$ cat config.mk
export PLATFORM = sky130hd
export DESIGN_NAME = priv_mode_ctrl
export DESIGN_NICKNAME = d
export VERILOG_FILES = /design/src/rtl/priv_mode_pkg.sv /design/src/rtl/lock_window.sv /design/src/rtl/fault_decode.sv /design/src/rtl/mode_fsm.sv /design/src/rtl/priv_mode_ctrl.sv
export SDC_FILE = /design/constraint.sdc
export NUM_CORES = 1
export LEC_CHECK = 0
export BUFFER_PORTS_ARGS = -buffer_cell sky130_fd_sc_hd__buf_4
export CAP_MARGIN = 20
export CORE_AREA = 2 2 39 41
export DETAILED_ROUTE_END_ITERATION = 7
export DIE_AREA = 0 0 41 43
export SLEW_MARGIN = 20
export SYNTH_ARGS = -nofsm -noshare
export SYNTH_HDL_FRONTEND = slang
export SYNTH_SLANG_ARGS = --single-unit
$ cat constraint.sdc
create_clock -name clk -period 2 [get_ports clk]
set_clock_uncertainty 0.1 [all_clocks]
set_input_delay 0.1 -clock clk [delete_from_list [all_inputs] [get_ports clk]]
set_output_delay 0.1 -clock clk [all_outputs]
set_load 0.03 [all_outputs]
$ cat src/rtl/priv_mode_pkg.sv
package priv_mode_pkg;

   typedef enum logic [2:0] {
      CAUSE_NONE   = 3'd0,
      CAUSE_IRQ    = 3'd1,
      CAUSE_TRAP   = 3'd2,
      CAUSE_BUSERR = 3'd3,
      CAUSE_ILLOP  = 3'd4,
      CAUSE_DIVZ   = 3'd5
   } cause_e;

   localparam int CAUSE_W = 3;

endpackage

$ cat src/rtl/lock_window.sv
module lock_window #(
   parameter int LOCK_INSNS = 3
) (
   input  logic clk,
   input  logic rst_n,
   input  logic lock_req,
   input  logic insn_retire,
   output logic lock_act
);
   localparam int CNT_W = $clog2(LOCK_INSNS + 1);
   localparam logic [CNT_W-1:0] CNT_LOAD = CNT_W'(LOCK_INSNS);

   logic [CNT_W-1:0] cnt_q;

   generate
      if (LOCK_INSNS < 1) begin : g_bad_len
         $error("lock_window: LOCK_INSNS must be at least 1");
      end
   endgenerate

   always_ff @(posedge clk or negedge rst_n) begin
      if (!rst_n) begin
         cnt_q <= '0;
      end else if (lock_req) begin
         cnt_q <= CNT_LOAD;
      end else if (insn_retire && (cnt_q != '0)) begin
         cnt_q <= cnt_q - 1'b1;
      end
   end

   assign lock_act = (cnt_q != '0);

   AST_LOCK_OPENS: assert property (@(posedge clk) disable iff (!rst_n)
      lock_req |=> lock_act);

   AST_LOCK_NO_RETIRE_HOLDS: assert property (@(posedge clk) disable iff (!rst_n)
      (lock_act && !insn_retire) |=> lock_act);

endmodule

$ cat src/rtl/fault_decode.sv
module fault_decode
   import priv_mode_pkg::*;
#(
   parameter bit SIM_OP_TRAPS = 1'b1
) (
   input  logic   bus_err,
   input  logic   ill_insn,
   input  logic   div_zero,
   input  logic   sim_op,
   output logic   fault_v,
   output cause_e fault_c
);
   logic ill_any;

   generate
      if (SIM_OP_TRAPS) begin : g_sim_traps
         assign ill_any = ill_insn | sim_op;
      end else begin : g_sim_nop
         logic unused_sim;
         assign unused_sim = sim_op;
         assign ill_any    = ill_insn;
      end
   endgenerate

   always_comb begin
      fault_v = 1'b1;
      if (bus_err)       fault_c = CAUSE_BUSERR;
      else if (ill_any)  fault_c = CAUSE_ILLOP;
      else if (div_zero) fault_c = CAUSE_DIVZ;
      else begin
         fault_v = 1'b0;
         fault_c = CAUSE_NONE;
      end
   end

   always_comb begin
      if (fault_v) begin
         AST_FAULT_CODE_RANGE: assert (fault_c inside {CAUSE_BUSERR, CAUSE_ILLOP, CAUSE_DIVZ});
      end
   end

endmodule

$ cat src/rtl/mode_fsm.sv
module mode_fsm
   import priv_mode_pkg::*;
(
   input  logic   clk,
   input  logic   rst_n,
   input  logic   irq_pend,
   input  logic   lock_act,
   input  logic   gie_set,
   input  logic   gie_clr,
   input  logic   wait_req,
   input  logic   halt_req,
   input  logic   brk_req,
   input  logic   fault_v,
   input  cause_e fault_c,
   output logic   user_q,
   output logic   sleep_q,
   output logic   halt_q,
   output cause_e cause_q
);
   logic   irq_eff;
   logic   n_user, n_sleep, n_halt;
   cause_e n_cause;

   assign irq_eff = irq_pend & ~lock_act;

   always_comb begin
      n_user  = user_q;
      n_sleep = sleep_q;
      n_halt  = halt_q;
      n_cause = cause_q;
      if (!halt_q) begin
         if (brk_req) begin
            n_halt = 1'b1;
         end else if (user_q) begin
            if (irq_eff) begin
               n_user  = 1'b0;
               n_sleep = 1'b0;
               n_cause = CAUSE_IRQ;
            end else if (!sleep_q) begin
               if (fault_v) begin
                  n_user  = 1'b0;
                  n_cause = fault_c;
               end else if (gie_clr) begin
                  n_user  = 1'b0;
                  n_cause = CAUSE_TRAP;
               end else if (wait_req || halt_req) begin
                  n_sleep = 1'b1;
               end
            end
         end else begin
            if (halt_req) begin
               n_halt = 1'b1;
            end else if ((wait_req || gie_set) && !irq_eff) begin
               n_user  = 1'b1;
               n_sleep = wait_req;
               n_cause = CAUSE_NONE;
            end
         end
      end
   end

   always_ff @(posedge clk or negedge rst_n) begin
      if (!rst_n) begin
         user_q  <= 1'b0;
         sleep_q <= 1'b0;
         halt_q  <= 1'b0;
         cause_q <= CAUSE_NONE;
      end else begin
         user_q  <= n_user;
         sleep_q <= n_sleep;
         halt_q  <= n_halt;
         cause_q <= n_cause;
      end
   end

   AST_HALT_STICKY: assert property (@(posedge clk) disable iff (!rst_n)
      halt_q |=> (halt_q && $stable(user_q) && $stable(cause_q)));

   AST_SLEEP_ONLY_USER: assert property (@(posedge clk) disable iff (!rst_n)
      sleep_q |-> user_q);

   AST_ENTRY_CLEARS_CAUSE: assert property (@(posedge clk) disable iff (!rst_n)
      $rose(user_q) |-> (cause_q == CAUSE_NONE));

   AST_PENDING_BLOCKS_ENTRY: assert property (@(posedge clk) disable iff (!rst_n)
      (!user_q && gie_set && irq_pend && !lock_act) |=> !user_q);

   AST_LOCK_DEFERS_IRQ: assert property (@(posedge clk) disable iff (!rst_n)
      (lock_act && cause_q != CAUSE_IRQ) |=> (cause_q != CAUSE_IRQ));

   AST_BREAK_KEEPS_MODE: assert property (@(posedge clk) disable iff (!rst_n)
      (brk_req && !halt_q) |=> (halt_q && $stable(user_q)));

endmodule

$ cat src/rtl/priv_mode_ctrl.sv
module priv_mode_ctrl
   import priv_mode_pkg::*;
#(
   parameter int BANK_W       = 1,
   parameter int SUP_BANK     = 0,
   parameter int USR_BANK     = 1,
   parameter int LOCK_INSNS   = 3,
   parameter bit SIM_OP_TRAPS = 1'b1
) (
   input  logic              clk,
   input  logic              rst_n,
   input  logic              irq_pend,
   input  logic              gie_set,
   input  logic              gie_clr,
   input  logic              bus_err,
   input  logic              ill_insn,
   input  logic              div_zero,
   input  logic              wait_req,
   input  logic              halt_req,
   input  logic              brk_req,
   input  logic              lock_req,
   input  logic              sim_op,
   input  logic              insn_retire,
   output logic              user_mode,
   output logic [BANK_W-1:0] bank_sel,
   output logic              sleeping,
   output logic              halted,
   output logic [CAUSE_W-1:0] exc_cause,
   output logic              bus_hold
);
   localparam logic [BANK_W-1:0] SUP_IDX = BANK_W'(SUP_BANK);
   localparam logic [BANK_W-1:0] USR_IDX = BANK_W'(USR_BANK);

   generate
      if (BANK_W < 1) begin : g_bad_w
         $error("priv_mode_ctrl: BANK_W must be at least 1");
      end
      if (SUP_BANK == USR_BANK) begin : g_bad_banks
         $error("priv_mode_ctrl: the two bank indices must differ");
      end
      if (SUP_BANK >= (1 << BANK_W) || USR_BANK >= (1 << BANK_W)) begin : g_bad_range
         $error("priv_mode_ctrl: bank index does not fit BANK_W");
      end
   endgenerate

   logic   lock_act;
   logic   fault_v;
   cause_e fault_c;
   cause_e cause_q;

   lock_window #(.LOCK_INSNS(LOCK_INSNS)) u_lock (
      .clk         (clk),
      .rst_n       (rst_n),
      .lock_req    (lock_req),
      .insn_retire (insn_retire),
      .lock_act    (lock_act)
   );

   fault_decode #(.SIM_OP_TRAPS(SIM_OP_TRAPS)) u_fault (
      .bus_err  (bus_err),
      .ill_insn (ill_insn),
      .div_zero (div_zero),
      .sim_op   (sim_op),
      .fault_v  (fault_v),
      .fault_c  (fault_c)
   );

   mode_fsm u_fsm (
      .clk      (clk),
      .rst_n    (rst_n),
      .irq_pend (irq_pend),
      .lock_act (lock_act),
      .gie_set  (gie_set),
      .gie_clr  (gie_clr),
      .wait_req (wait_req),
      .halt_req (halt_req),
      .brk_req  (brk_req),
      .fault_v  (fault_v),
      .fault_c  (fault_c),
      .user_q   (user_mode),
      .sleep_q  (sleeping),
      .halt_q   (halted),
      .cause_q  (cause_q)
   );

   assign bank_sel  = user_mode ? USR_IDX : SUP_IDX;
   assign exc_cause = cause_q;
   assign bus_hold  = lock_act;

   AST_SUP_CAUSE_STICKY: assert property (@(posedge clk) disable iff (!rst_n)
      (!user_mode && !$past(user_mode)) |-> $stable(exc_cause));

   AST_USER_BANK_PICK: assert property (@(posedge clk) disable iff (!rst_n)
      $rose(user_mode) |-> (bank_sel != $past(bank_sel)));

endmodule

==> impl_metrics.py <==
metrics = {
    "global_route": {
        "grt_pass1_vias": 393,
        "top_usage_layer": "met1",
        "antenna_found_initial": 0,
        "grt_max_degree": 10,
        "grt_pass1_wl_um": 1710,
        "gr-usage-all-layers_pct": 14.8,
        "grt-ovfl-total": 0,
        "grt_use_met3_pct": 1.57,
        "met2_usage_pct": 17.2,
        "met1_usage_pct": 22.1,
    },
    "logic_synthesis": {
        "ys_seq_area_share_pct": 42.7,
        "synth_compound_area_share_pct": 20.8,
        "avgSynthCellArea_um2": 9.78,
        "syn_nets": 63,
        "synthXorXnorAreaFrac_pct": 1.87,
        "synth_cell_type_count": 24,
        "synth_top_family_by_area": "compound AO/OA/AOI/OAI gates",
        "synth_mux_area_share_pct": 6.40,
        "synthSimpleGateAreaFrac_pct": 19.2,
        "synthesis.area_um2": 469,
        "yosysWarnings": 0,
        "netlist_instances": 48,
        "synth_fa_ha_area_share_pct": 2.67,
        "synth-seq-cells": 8,
    },
    "placement": {
        "post-dp-hpwl_um": 806,
        "dp_cells": 85,
        "numPortBuffers": 21,
        "routabilityCongestion": 0.836,
        "pre_cts_slack_ns": 0.212,
        "postPlaceCellArea_um2": 647,
    },
    "layout": {
        "regArea_um2": 200,
        "fillerInstances": 122,
        "instances_no_fill": 92,
        "fin_area_um2": 709,
        "final_nets": 93,
        "final_util_pct": 51.3,
        "multi_input_area_um2": 239,
        "drive_above_1_share_pct": 40.8,
        "antenna_cells": 0,
        "syn_to_final_growth_pct": 51.2,
    },
    "critical_path": {
        "startpoint_type": "flop",
        "critPathMaxFanout": 6,
        "rr_startpoint": "u_lock.cnt_q[0]",
        "crit_arrival_ns": 1.84,
        "setup.worst_path.start": "u_lock.cnt_q[0]",
        "cp_cell_sequence": "inv_1, ha_1, nand2_1, a31oi_1, nand2b_4, mux2_4",
        "end_kind": "flop",
        "critPathSlowestCell": "dfrtp_1",
        "slowest_delay_ns": 0.35,
        "ff2ff_setup_slack_ns": 0.21,
        "criticalPathCategory": "flop to flop",
        "critPathRequiredTime_ns": 2.04,
    },
    "clock_network": {
        "cts_root_buf": "clkbuf_4",
        "h-tree-depth": 1,
        "clock_latency_ns": 0.26,
        "ctsHoldBuffers": 4,
        "cts_setup_buffers": 0,
        "numCtsBuffers": 3,
        "cts_resized": 0,
        "clock_path_buffers": 2,
        "numClockSinks": 8,
        "cts_tree": "done",
        "clkSlewWorstSetupHoldPaths_ns": 0.06,
    },
    "min_path": {
        "hold_start": "brk_req",
        "hold_path_class": "input pin to flop",
    },
    "power_and_ir_drop": {
        "comb_power_share_pct": 27.5,
        "power.net_switching_uw": 123,
        "fin_total_pwr_uw": 418,
        "p_seq_share_pct": 42.3,
        "clkPwrFrac_pct": 30.2,
        "switching_share_pct": 29.4,
        "leakage_nw": 0.358,
        "p_int_uw": 295,
        "powerDensity_mw_per_mm2": 589,
        "irDropWorstVdd_v": 0.000288,
    },
    "detailed_routing": {
        "wl_per_cell_um": 11.2,
        "dr.pass1.iters": 4,
        "ant_nets": 0,
        "vias": 450,
        "drt_wl_total_um": 1030,
        "drc": 0,
        "drtIter0Drc": 8,
        "viasPerCell": 4.89,
    },
    "sta": {
        "max-slew-margin-rel_pct": 72.2,
        "setup_ws_ns": 0.206,
        "hold_violations": 0,
        "grt_setup_unrepaired": "no",
        "worst_pin_slew_ns": 0.417,
        "fmax_mhz": 558,
        "period_share_pct": 89.7,
        "final.min_clock_period_ns": 1.79,
        "slew_violations": 0,
        "finalSetupViolations": 0,
        "tns_ns": 0,
        "whs_ns": 0.0660,
    },
    "die": {
        "dieArea_mm2": 0.00176,
        "dieHeight_um": 43,
        "io_pins": 22,
        "core_mm2": 0.00138,
        "start_util_pct": 33.9,
        "die_w_um": 41,
        "fp-row-count": 14,
    },
    "run_status": {
        "outcome": "complete, no violations",
    },
    "run": {
        "max_cap_violations": 0,
    },
}
-- layout by cell type, fill, tap and decap left out --
cell type / count
buf_4: 22
dfrtp_1: 8
nor2_1: 7
inv_1: 6
dlygate4sd3_1: 4
nand2_1: 3
a31oi_1: 3
clkbuf_4: 3
mux2_4: 2
a21oi_1: 2
o21ai_0: 1
xnor2_1: 1
nand2b_1: 1
a211o_1: 1
nor3_2: 1
nor3_1: 1
o21ba_2: 1
nor3b_2: 1
o21bai_1: 1
o2111ai_1: 1
nand2b_4: 1
o32ai_1: 1
a221o_1: 1
a32o_1: 1
nand3_1: 1
ha_1: 1
-- routing by layer --
layer,vias to the layer above,wire length [um],share of wire [%]
li1,227,-,-
met4,0,36,3.5
met5,-,0,0
met3,4,49,4.7
met1,204,508,49
met2,15,440,43
-- layout make-up --
| cell class | count | area share [%] |
|---|---|---|
| flip-flops and latches | 8 | 28.2 |
| well taps | 16 | 2.82 |
| multi-input cells | 33 | 33.7 |
| repair buffers | 26 | 28.9 |
| clock buffers | 3 | 3.17 |
| inverters | 6 | 3.17 |
-- power groups by stage --
stage	clock network [mW]	registers [mW]	logic, mW
after floorplan	0	0.192	0.0490
after global placement	0	0.179	0.109
after detailed placement	0	0.180	0.110
after CTS	0.134	0.177	0.116
after global routing	0.138	0.178	0.127
final	0.126	0.177	0.115
-- cells by family (layout without fill, tap and decap cells) --
logic type,Yosys count,in the layout
mux,2,2
flops,8,8
fa+ha+maj,1,1
simple gates,16,16
compound gates,13,13
xor+xnor,1,1
buf+inv,7,35
-- path summary, 6_finish.rpt --
path / cells past startpoint / to
worst max-delay path: 6 / u_fsm.cause_q[1]
worst min-delay path: 4 / u_fsm.user_q
worst max register to register: 6 / u_fsm.cause_q[1]
worst min register to register: 1 / u_lock.cnt_q[1]
max in group asynchronous: 2 / u_fsm.halt_q
min in group asynchronous: 2 / u_fsm.cause_q[2]
-- cells in the mapped netlist, drive strengths merged --
cell type | number | area share (%)
nor2 | 7 | 5.6
nand2 | 3 | 2.4
nand3 | 1 | 1.1
nand2b | 2 | 4.3
o32ai | 1 | 1.9
dfrtp | 8 | 43
nor3b | 1 | 2.7
buf | 1 | 1.6
a21oi | 2 | 2.1
inv | 6 | 4.8
a211o | 1 | 1.9
o21bai | 1 | 1.6
o21ai | 1 | 1.1
nor3 | 2 | 3.2
ha | 1 | 2.7
xnor2 | 1 | 1.9
o2111ai | 1 | 1.9
a221o | 1 | 2.1
a31oi | 3 | 4.0
a32o | 1 | 2.1
o21ba | 1 | 2.1
mux2 | 2 | 6.4
-- state kept, by name, summed over array words and instances (netlist names) --
signal	count
u_fsm.user_q	1
u_fsm.sleep_q	1
u_fsm.halt_q	1
u_lock.cnt_q	2
u_fsm.cause_q	3
-- worst max-delay path: cells and delay by family (launching register included) --
kind / cells / cell delay [ns]
buffers and inverters: 1 / 0.08
DFF: 1 / 0.35
AOI/OAI and AO/OA: 1 / 0.30
and+or+nand+nor: 2 / 0.35
muxes: 1 / 0.30
adders and majority gates: 1 / 0.20
No activity file was read; power rests on OpenSTA's default activity.
